$ cat src/rtl/vcap_pkg.sv
package vcap_pkg;

    localparam int WORD_BYTES = 8;

    typedef enum logic [1:0] {
        ST_IDLE   = 2'd0,
        ST_FIRST  = 2'd1,
        ST_SECOND = 2'd2
    } cap_state_e;

    typedef struct packed {
        logic take;
        logic line_end;
        logic field_evt;
        logic field;
    } tim_evt_t;

endpackage

$ cat src/rtl/vcap_timing.sv
module vcap_timing
    import vcap_pkg::*;
#(
    parameter int PW     = 10,
    parameter int LW     = 10,
    parameter int HBLANK = 8,
    parameter int VBLANK = 2
) (
    input  logic          clk,
    input  logic          rst_n,
    input  logic          ext_sync,
    input  logic          vin_valid,
    input  logic          ext_href,
    input  logic          ext_field,
    input  logic [PW-1:0] cfg_pairs,
    input  logic [LW-1:0] cfg_lines,
    output tim_evt_t      evt,
    output logic          hs_out,
    output logic          field_out
);
    localparam int HW = PW + 3;
    localparam int VW = LW + 1;

    typedef struct packed {
        logic [HW-1:0] hcnt;
        logic [VW-1:0] vcnt;
        logic          field;
        logic          act_prev;
        logic          field_prev;
    } tim_state_t;

    tim_state_t st_q, st_d;

    logic [HW-1:0] h_act_len;
    logic [HW-1:0] h_tot;
    logic [VW-1:0] v_tot;
    logic          gen_act;
    logic          act_lvl;
    logic          fld_lvl;

    always_comb begin
        h_act_len = HW'({cfg_pairs, 2'b00});
        h_tot     = h_act_len + HW'(HBLANK);
        v_tot     = VW'(cfg_lines) + VW'(VBLANK);
        gen_act   = (st_q.hcnt < h_act_len) && (st_q.vcnt < VW'(cfg_lines));
        act_lvl   = ext_sync ? ext_href  : gen_act;
        fld_lvl   = ext_sync ? ext_field : st_q.field;

        evt.take      = vin_valid & act_lvl;
        evt.line_end  = st_q.act_prev & ~act_lvl;
        evt.field_evt = fld_lvl ^ st_q.field_prev;
        evt.field     = fld_lvl;

        st_d            = st_q;
        st_d.act_prev   = act_lvl;
        st_d.field_prev = fld_lvl;
        if (!ext_sync && vin_valid) begin
            if (st_q.hcnt == h_tot - HW'(1)) begin
                st_d.hcnt = '0;
                if (st_q.vcnt == v_tot - VW'(1)) begin
                    st_d.vcnt  = '0;
                    st_d.field = ~st_q.field;
                end else begin
                    st_d.vcnt = st_q.vcnt + VW'(1);
                end
            end else begin
                st_d.hcnt = st_q.hcnt + HW'(1);
            end
        end

        hs_out    = !ext_sync && (st_q.hcnt >= h_act_len);
        field_out = !ext_sync && st_q.field;
    end

    always_ff @(posedge clk) begin
        if (!rst_n) begin
            st_q <= '0;
        end else begin
            st_q <= st_d;
        end
    end

endmodule

$ cat src/rtl/vcap_capture.sv
module vcap_capture
    import vcap_pkg::*;
#(
    parameter int AW = 32
) (
    input  logic          clk,
    input  logic          rst_n,
    input  tim_evt_t      evt,
    input  logic          cfg_enable,
    input  logic          cfg_decim,
    input  logic          cfg_frame,
    input  logic [AW-1:0] cfg_base,
    input  logic [AW-1:0] cfg_stride,
    input  logic [7:0]    vin_data,
    input  logic          irq_clr,
    input  logic          wr_ack,
    output logic          wr_req,
    output logic [AW-1:0] wr_addr,
    output logic [63:0]   wr_data,
    output logic          irq
);
    localparam int WB   = $clog2(WORD_BYTES);
    localparam int DW   = WORD_BYTES * 8;

    typedef struct packed {
        cap_state_e    st;
        logic          frame;
        logic [AW-1:0] line_addr;
        logic [AW-1:0] word_off;
        logic [WB-1:0] bidx;
        logic [1:0]    phase;
        logic          odd;
        logic [DW-1:0] acc;
        logic          req;
        logic [AW-1:0] addr;
        logic [DW-1:0] data;
        logic          irq;
    } cap_state_t;

    cap_state_t cs_q, cs_d;
    logic       set_irq;
    logic       keep;

    always_comb begin
        cs_d    = cs_q;
        set_irq = 1'b0;
        keep    = 1'b0;

        if (cs_q.req && wr_ack) begin
            cs_d.req = 1'b0;
        end

        if (evt.field_evt) begin
            cs_d.word_off = '0;
            cs_d.bidx     = '0;
            cs_d.phase    = '0;
            cs_d.odd      = 1'b0;
            cs_d.acc      = '0;
            case (cs_q.st)
                ST_FIRST: begin
                    if (cs_q.frame) begin
                        cs_d.st        = ST_SECOND;
                        cs_d.line_addr = cfg_base + cfg_stride;
                    end else begin
                        cs_d.st = ST_IDLE;
                        set_irq = 1'b1;
                    end
                end
                ST_SECOND: begin
                    cs_d.st = ST_IDLE;
                    set_irq = 1'b1;
                end
                default: cs_d.st = ST_IDLE;
            endcase
            if (cs_d.st == ST_IDLE && cfg_enable && (!cfg_frame || !evt.field)) begin
                cs_d.st        = ST_FIRST;
                cs_d.frame     = cfg_frame;
                cs_d.line_addr = cfg_base;
            end
        end

        if (evt.line_end && cs_d.st != ST_IDLE) begin
            if (cs_d.bidx != '0) begin
                cs_d.req  = 1'b1;
                cs_d.addr = cs_d.line_addr + cs_d.word_off;
                cs_d.data = cs_d.acc;
            end
            cs_d.line_addr = cs_d.line_addr +
                             (cs_d.frame ? {cfg_stride[AW-2:0], 1'b0} : cfg_stride);
            cs_d.word_off  = '0;
            cs_d.bidx      = '0;
            cs_d.phase     = '0;
            cs_d.odd       = 1'b0;
            cs_d.acc       = '0;
        end

        if (evt.take && cs_d.st != ST_IDLE) begin
            keep = !(cfg_decim && cs_d.odd);
            if (keep) begin
                cs_d.acc[{cs_d.bidx, 3'b000} +: 8] = vin_data;
                if (cs_d.bidx == WB'(WORD_BYTES - 1)) begin
                    cs_d.req      = 1'b1;
                    cs_d.addr     = cs_d.line_addr + cs_d.word_off;
                    cs_d.data     = cs_d.acc;
                    cs_d.word_off = cs_d.word_off + AW'(WORD_BYTES);
                    cs_d.acc      = '0;
                end
                cs_d.bidx = cs_d.bidx + WB'(1);
            end
            if (cs_d.phase == 2'd3) begin
                cs_d.odd = ~cs_d.odd;
            end
            cs_d.phase = cs_d.phase + 2'd1;
        end

        cs_d.irq = (cs_q.irq & ~irq_clr) | set_irq;
    end

    always_ff @(posedge clk) begin
        if (!rst_n) begin
            cs_q    <= '0;
            cs_q.st <= ST_IDLE;
        end else begin
            cs_q <= cs_d;
        end
    end

    assign wr_req  = cs_q.req;
    assign wr_addr = cs_q.addr;
    assign wr_data = cs_q.data;
    assign irq     = cs_q.irq;

endmodule

$ cat src/rtl/vcap_port.sv
module vcap_port
    import vcap_pkg::*;
#(
    parameter int AW     = 32,
    parameter int PW     = 10,
    parameter int LW     = 10,
    parameter int HBLANK = 8,
    parameter int VBLANK = 2
) (
    input  logic          clk,
    input  logic          rst_n,
    input  logic          cfg_enable,
    input  logic          cfg_ext_sync,
    input  logic          cfg_decim,
    input  logic          cfg_frame,
    input  logic [PW-1:0] cfg_pairs,
    input  logic [LW-1:0] cfg_lines,
    input  logic [AW-1:0] cfg_base,
    input  logic [AW-1:0] cfg_stride,
    input  logic          irq_clr,
    input  logic          vin_valid,
    input  logic [7:0]    vin_data,
    input  logic          ext_href,
    input  logic          ext_field,
    output logic          hs_out,
    output logic          field_out,
    output logic          wr_req,
    input  logic          wr_ack,
    output logic [AW-1:0] wr_addr,
    output logic [63:0]   wr_data,
    output logic          irq
);
    tim_evt_t evt;

    vcap_timing #(
        .PW     (PW),
        .LW     (LW),
        .HBLANK (HBLANK),
        .VBLANK (VBLANK)
    ) u_timing (
        .clk       (clk),
        .rst_n     (rst_n),
        .ext_sync  (cfg_ext_sync),
        .vin_valid (vin_valid),
        .ext_href  (ext_href),
        .ext_field (ext_field),
        .cfg_pairs (cfg_pairs),
        .cfg_lines (cfg_lines),
        .evt       (evt),
        .hs_out    (hs_out),
        .field_out (field_out)
    );

    vcap_capture #(
        .AW (AW)
    ) u_capture (
        .clk        (clk),
        .rst_n      (rst_n),
        .evt        (evt),
        .cfg_enable (cfg_enable),
        .cfg_decim  (cfg_decim),
        .cfg_frame  (cfg_frame),
        .cfg_base   (cfg_base),
        .cfg_stride (cfg_stride),
        .vin_data   (vin_data),
        .irq_clr    (irq_clr),
        .wr_ack     (wr_ack),
        .wr_req     (wr_req),
        .wr_addr    (wr_addr),
        .wr_data    (wr_data),
        .irq        (irq)
    );

endmodule

$ cat config.mk
export PLATFORM = sky130hd
export DESIGN_NAME = vcap_port
export DESIGN_NICKNAME = d
export VERILOG_FILES = /design/src/rtl/vcap_pkg.sv /design/src/rtl/vcap_timing.sv /design/src/rtl/vcap_capture.sv /design/src/rtl/vcap_port.sv
export SDC_FILE = /design/constraint.sdc
export NUM_CORES = 1
export LEC_CHECK = 0
export ABC_CLOCK_PERIOD_IN_PS = 7850
export BUFFER_PORTS_ARGS = -buffer_cell sky130_fd_sc_hd__buf_2
export CAP_MARGIN = 20
export CORE_ASPECT_RATIO = 1.5
export CORE_MARGIN = 2
export CORE_UTILIZATION = 51
export CTS_CLUSTER_DIAMETER = 40
export DETAILED_ROUTE_END_ITERATION = 10
export PLACE_DENSITY_LB_ADDON = 0.3
export SYNTH_ARGS = -nofsm -noshare
export SYNTH_HDL_FRONTEND = slang
export SYNTH_SLANG_ARGS = --single-unit
$ cat constraint.sdc
create_clock -name clk -period 7.85 [get_ports clk]
set_clock_uncertainty 0.05 [all_clocks]
set_input_delay 1.1775 -clock clk [delete_from_list [all_inputs] [get_ports clk]]
set_output_delay 1.1775 -clock clk [all_outputs]
set_load 0.02 [all_outputs]
==> flow_summary_export.csv <==
group,metric,value,unit
synth,syn_area,20300,um2
pwr,p_seq_share,34.3,%
pwr,p_sw,1.182,mW
global_routing,grt_pass1_vias,19069,
drt,first_pass_iters,5,
synth,syn_avg_cell_area,7.554,um2
synth,ys.flop_type,"dfxtp_1",
pwr,internal_power,2.772,mW
clock_tree,htreeDepth,2,
min_path,worstHoldPathCells,2,
outcome,status,"finished, final reports clean",
timing,setup_slack,0.5362,ns
pwr,leakage,9.824,nW
die,fp.dieW,166.9,um
die,ios,203,
critical_path,path_max_fanout,5,
clock_tree,clk_pin_slew,0.06,ns
min_path,min_from,"u_capture.cs_q[170]$_SDFF_PN0_",
clock_tree,ctsHoldBuffers,0,
synth,synth_largest_area_cell,"dfxtp_1",
pwr,clkPwrFrac,43.7,%
synth,synth_cells,2688,
synth,synth_seq_area_share,25.83,%
timing,relSlewSlack,32.89,%
die,die_area,41460,um2
die,die_h,248.4,um
synth,synth_area_leaders,"dfxtp_1 26%, ha_1 9.9%, a21oi_1 5.5%, nand2_1 5.2%, nor2_1 5.0%",
critical_path,arrival,7.68,ns
critical_path,crit_path_end_kind,"flop",
timing,tightest_slew,1.007,ns
critical_path,crit_top_cell,"a21o_1",
timing,period_minus_slack,7.314,ns
critical_path,crit_path_start_kind,"input pin",
critical_path,timing.rr.start,"u_timing.st_q[2]$_SDFFE_PN0P_",
clock_tree,clock-root-buffer,"clkbuf_16",
synth,yosysTopAreaCellShare,25.83,%
placed_design,place_congestion,0.9620,
pwr,power.density,172.5,nW/um2
flow_run,drv_cap,0,
drt,vias,20016,
timing,whs,0.4169,ns
drt,drt-initial-drc-count,1664,
synth,yosysWarnings,0,
clock_tree,cts_made_buffers,36,
drt,viasPerCell,6.040,
critical_path,cp_slowest_cell,"a2111oi_0",
timing,hold_violations,0,
layout,finalNetCount,3053,
clock_tree,cts_tree,"done",
die,initial_utilization,51.65,%
global_routing,overflow,0,
die,num_rows,89,
drt,wl,60600,um
timing,fmaxAchievable,0.1367,GHz
placed_design,dp_hpwl,44490,um
critical_path,r2r_end,"u_capture.wr_addr[30]$_SDFF_PN0_",
min_path,min_path_type,"reg2reg",
synth,async_flop_share,0,%
critical_path,worstPathRequired,8.22,ns
global_routing,grt_max_degree,116,
placed_design,port_buffers,202,
clock_tree,cts_buffer_depth,3,
synth,synth_edf_count,0,
timing,drv_slew,0,
pwr,ir_worst_vdd,0.1836,mV
global_routing,grt_pass1_wl,97000,um
layout,drive_gt1_share,15.82,%
synth,ys_seq_elements,262,
critical_path,crit_type,"in2reg",
timing,finalSetupViolCount,0,
clock_tree,clk_latency,0.53,ns
synth,ys_types,77,
min_path,whs_endpoint,"u_capture.cs_q[170]$_SDFF_PN0_",
timing,post-route-period-util,93.17,%
critical_path,rrSetupSlack,1.07,ns
drt,ant_nets,0,
die,core,39310,um2
pwr,switching_share,29.89,%
synth,synth.net_count,2955,
drt,drc,0,
global_routing,grt_usage,28.04,%
clock_tree,cts_sinks,262,
placed_design,post-place-ws,-0.008051,ns
pwr,comb_power_share,22.0,%
layout,syn_to_final_growth,12.89,%
critical_path,r2r_cells,28,
critical_path,cpPeakStageDelay,0.47,ns
layout,final_core_util,58.31,%
global_routing,antenna_found_initial,1,
drt,wire_per_inst,18.28,um
-- routing by layer --
| metal | track usage [%] | vias up | routed length [um] |
|---|---|---|---|
| met2 | 48.98 | 693 | 29280 |
| met5 | 0 | - | 0 |
| li1 | - | 9797 | - |
| met1 | 35.14 | 9400 | 25280 |
| met3 | 2.717 | 126 | 3466 |
| met4 | 12.35 | 0 | 2570 |
-- what timing repair did --
action | CTS | global route
gates resized for setup | 0 | 12
endpoints found under the setup margin | 0 | 3
buffers inserted | 0 | 0
-- sequential cells by signal (all words and copies together) (netlist names) --
signal	cells
u_capture.cs_q	137
u_capture.irq	1
u_capture.wr_addr	32
u_capture.wr_data	64
u_capture.wr_req	1
u_timing.st_q	27
-- cells in the mapped netlist, drive strengths merged, types with 7 or more instances --
library cell,instances
or4,8
a211o,7
nand3,40
xor2,57
o22a,10
nand2,281
o31ai,7
mux2,39
nor3,81
nor2b,21
a31oi,58
ha,160
a32oi,18
dfxtp,262
a311oi,8
o22ai,87
nand2b,17
nand4,20
clkbuf,132
o21bai,16
o211ai,11
buf,114
or2,7
inv,100
and2,81
nor4,15
and3,20
or3,14
xnor2,111
o21a,16
o21ai,118
a2111oi,8
mux2i,14
a211oi,122
a21o,41
nor2,270
a21oi,224
-- worst max-delay path: cells and delay by family --
family | cells | cell delay, ns
AOI/OAI and AO/OA | 16 | 3.44
and+or+nand+nor | 5 | 0.73
muxes | 2 | 0.52
buffers and inverters | 3 | 0.33
xor gates and xnor gates | 2 | 0.27
adders and majority gates | 4 | 1.21
-- worst max path at each step --
stage / startpoint / end / slack (ns) / cells after the start
floorplan: cfg_ext_sync / u_capture.wr_addr[30]$_SDFF_PN0_ / 0.12 / 27
global placement: cfg_stride[4] / u_capture.wr_addr[31]$_SDFF_PN0_ / 0.04 / 34
detailed placement: cfg_stride[4] / u_capture.wr_addr[31]$_SDFF_PN0_ / -0.008 / 34
CTS: cfg_stride[0] / u_capture.wr_addr[30]$_SDFF_PN0_ / 0.42 / 30
global route: cfg_stride[4] / u_capture.wr_addr[31]$_SDFF_PN0_ / -0.004 / 33
finish: cfg_stride[0] / u_capture.wr_addr[30]$_SDFF_PN0_ / 0.54 / 32
-- cells in the final DEF (no fill, tap or decap), types with 37 or more instances in the layout --
cell type and n:
nand2_1 280, nor2_1 270, dfxtp_1 262, a21oi_1 220, buf_2 203, ha_1 160
a211oi_1 121, o21ai_0 113, xnor2_1 110, inv_1 99, buf_4 95, o22ai_1 86
nor3_1 79, and2_1 78, a31oi_1 58, xor2_1 56, a21o_1 41, mux2_2 39
nand3_1 39, clkbuf_16 37
-- kinds of logic after synthesis --
group	count (synthesis)	synth area share, %
AND/OR/NAND/NOR	889	20.07
AO/OA/AOI/OAI	806	25.46
buffers and inverters	346	8.227
flip-flops	262	25.83
XOR/XNOR	168	7.284
adder cells (fa/ha/maj)	164	10.25
multiplexers	53	2.872
-- power by group through the flow --
| stage | registers, mW | logic, mW | clock network [mW] |
|---|---|---|---|
| 4_1_cts | 1.35 | 0.849 | 1.75 |
| 3_5_place_dp | 1.38 | 0.841 | 0 |
| 2_1_floorplan | 1.38 | 0.575 | 0 |
| 6_report | 1.35 | 0.871 | 1.73 |
| 3_3_place_gp | 1.38 | 0.826 | 0 |
| 5_1_grt | 1.36 | 0.956 | 1.80 |
-- through the flow --
step | setup TNS, ns | power [mW] | instance area, um2 | std cells
2_1_floorplan | 0 | 1.956 | 20310 | 2688
5_1_grt | -0.004479 | 4.111 | 22920 | 3314
4_1_cts | 0 | 3.954 | 22820 | 3309
3_5_place_dp | -0.008051 | 2.224 | 21550 | 3244
6_report | 0 | 3.954 | 22920 | 3314
3_3_place_gp | 0 | 2.208 | 21530 | 3243
-- cell type report --
| class | count | area (um2) |
|---|---|---|
| sequential | 262 | 5245 |
| timing repair buffer | 306 | 1904 |
| multi-input combinational | 2080 | 13500 |
| fill | 3644 | 16390 |
| tap | 500 | 625.6 |
| antenna | 1 | 2.502 |
| inverter | 100 | 377.9 |
| clock inverter | 23 | 294.0 |
| clock buffer | 42 | 974.7 |
(Power assumes the default switching activity.)
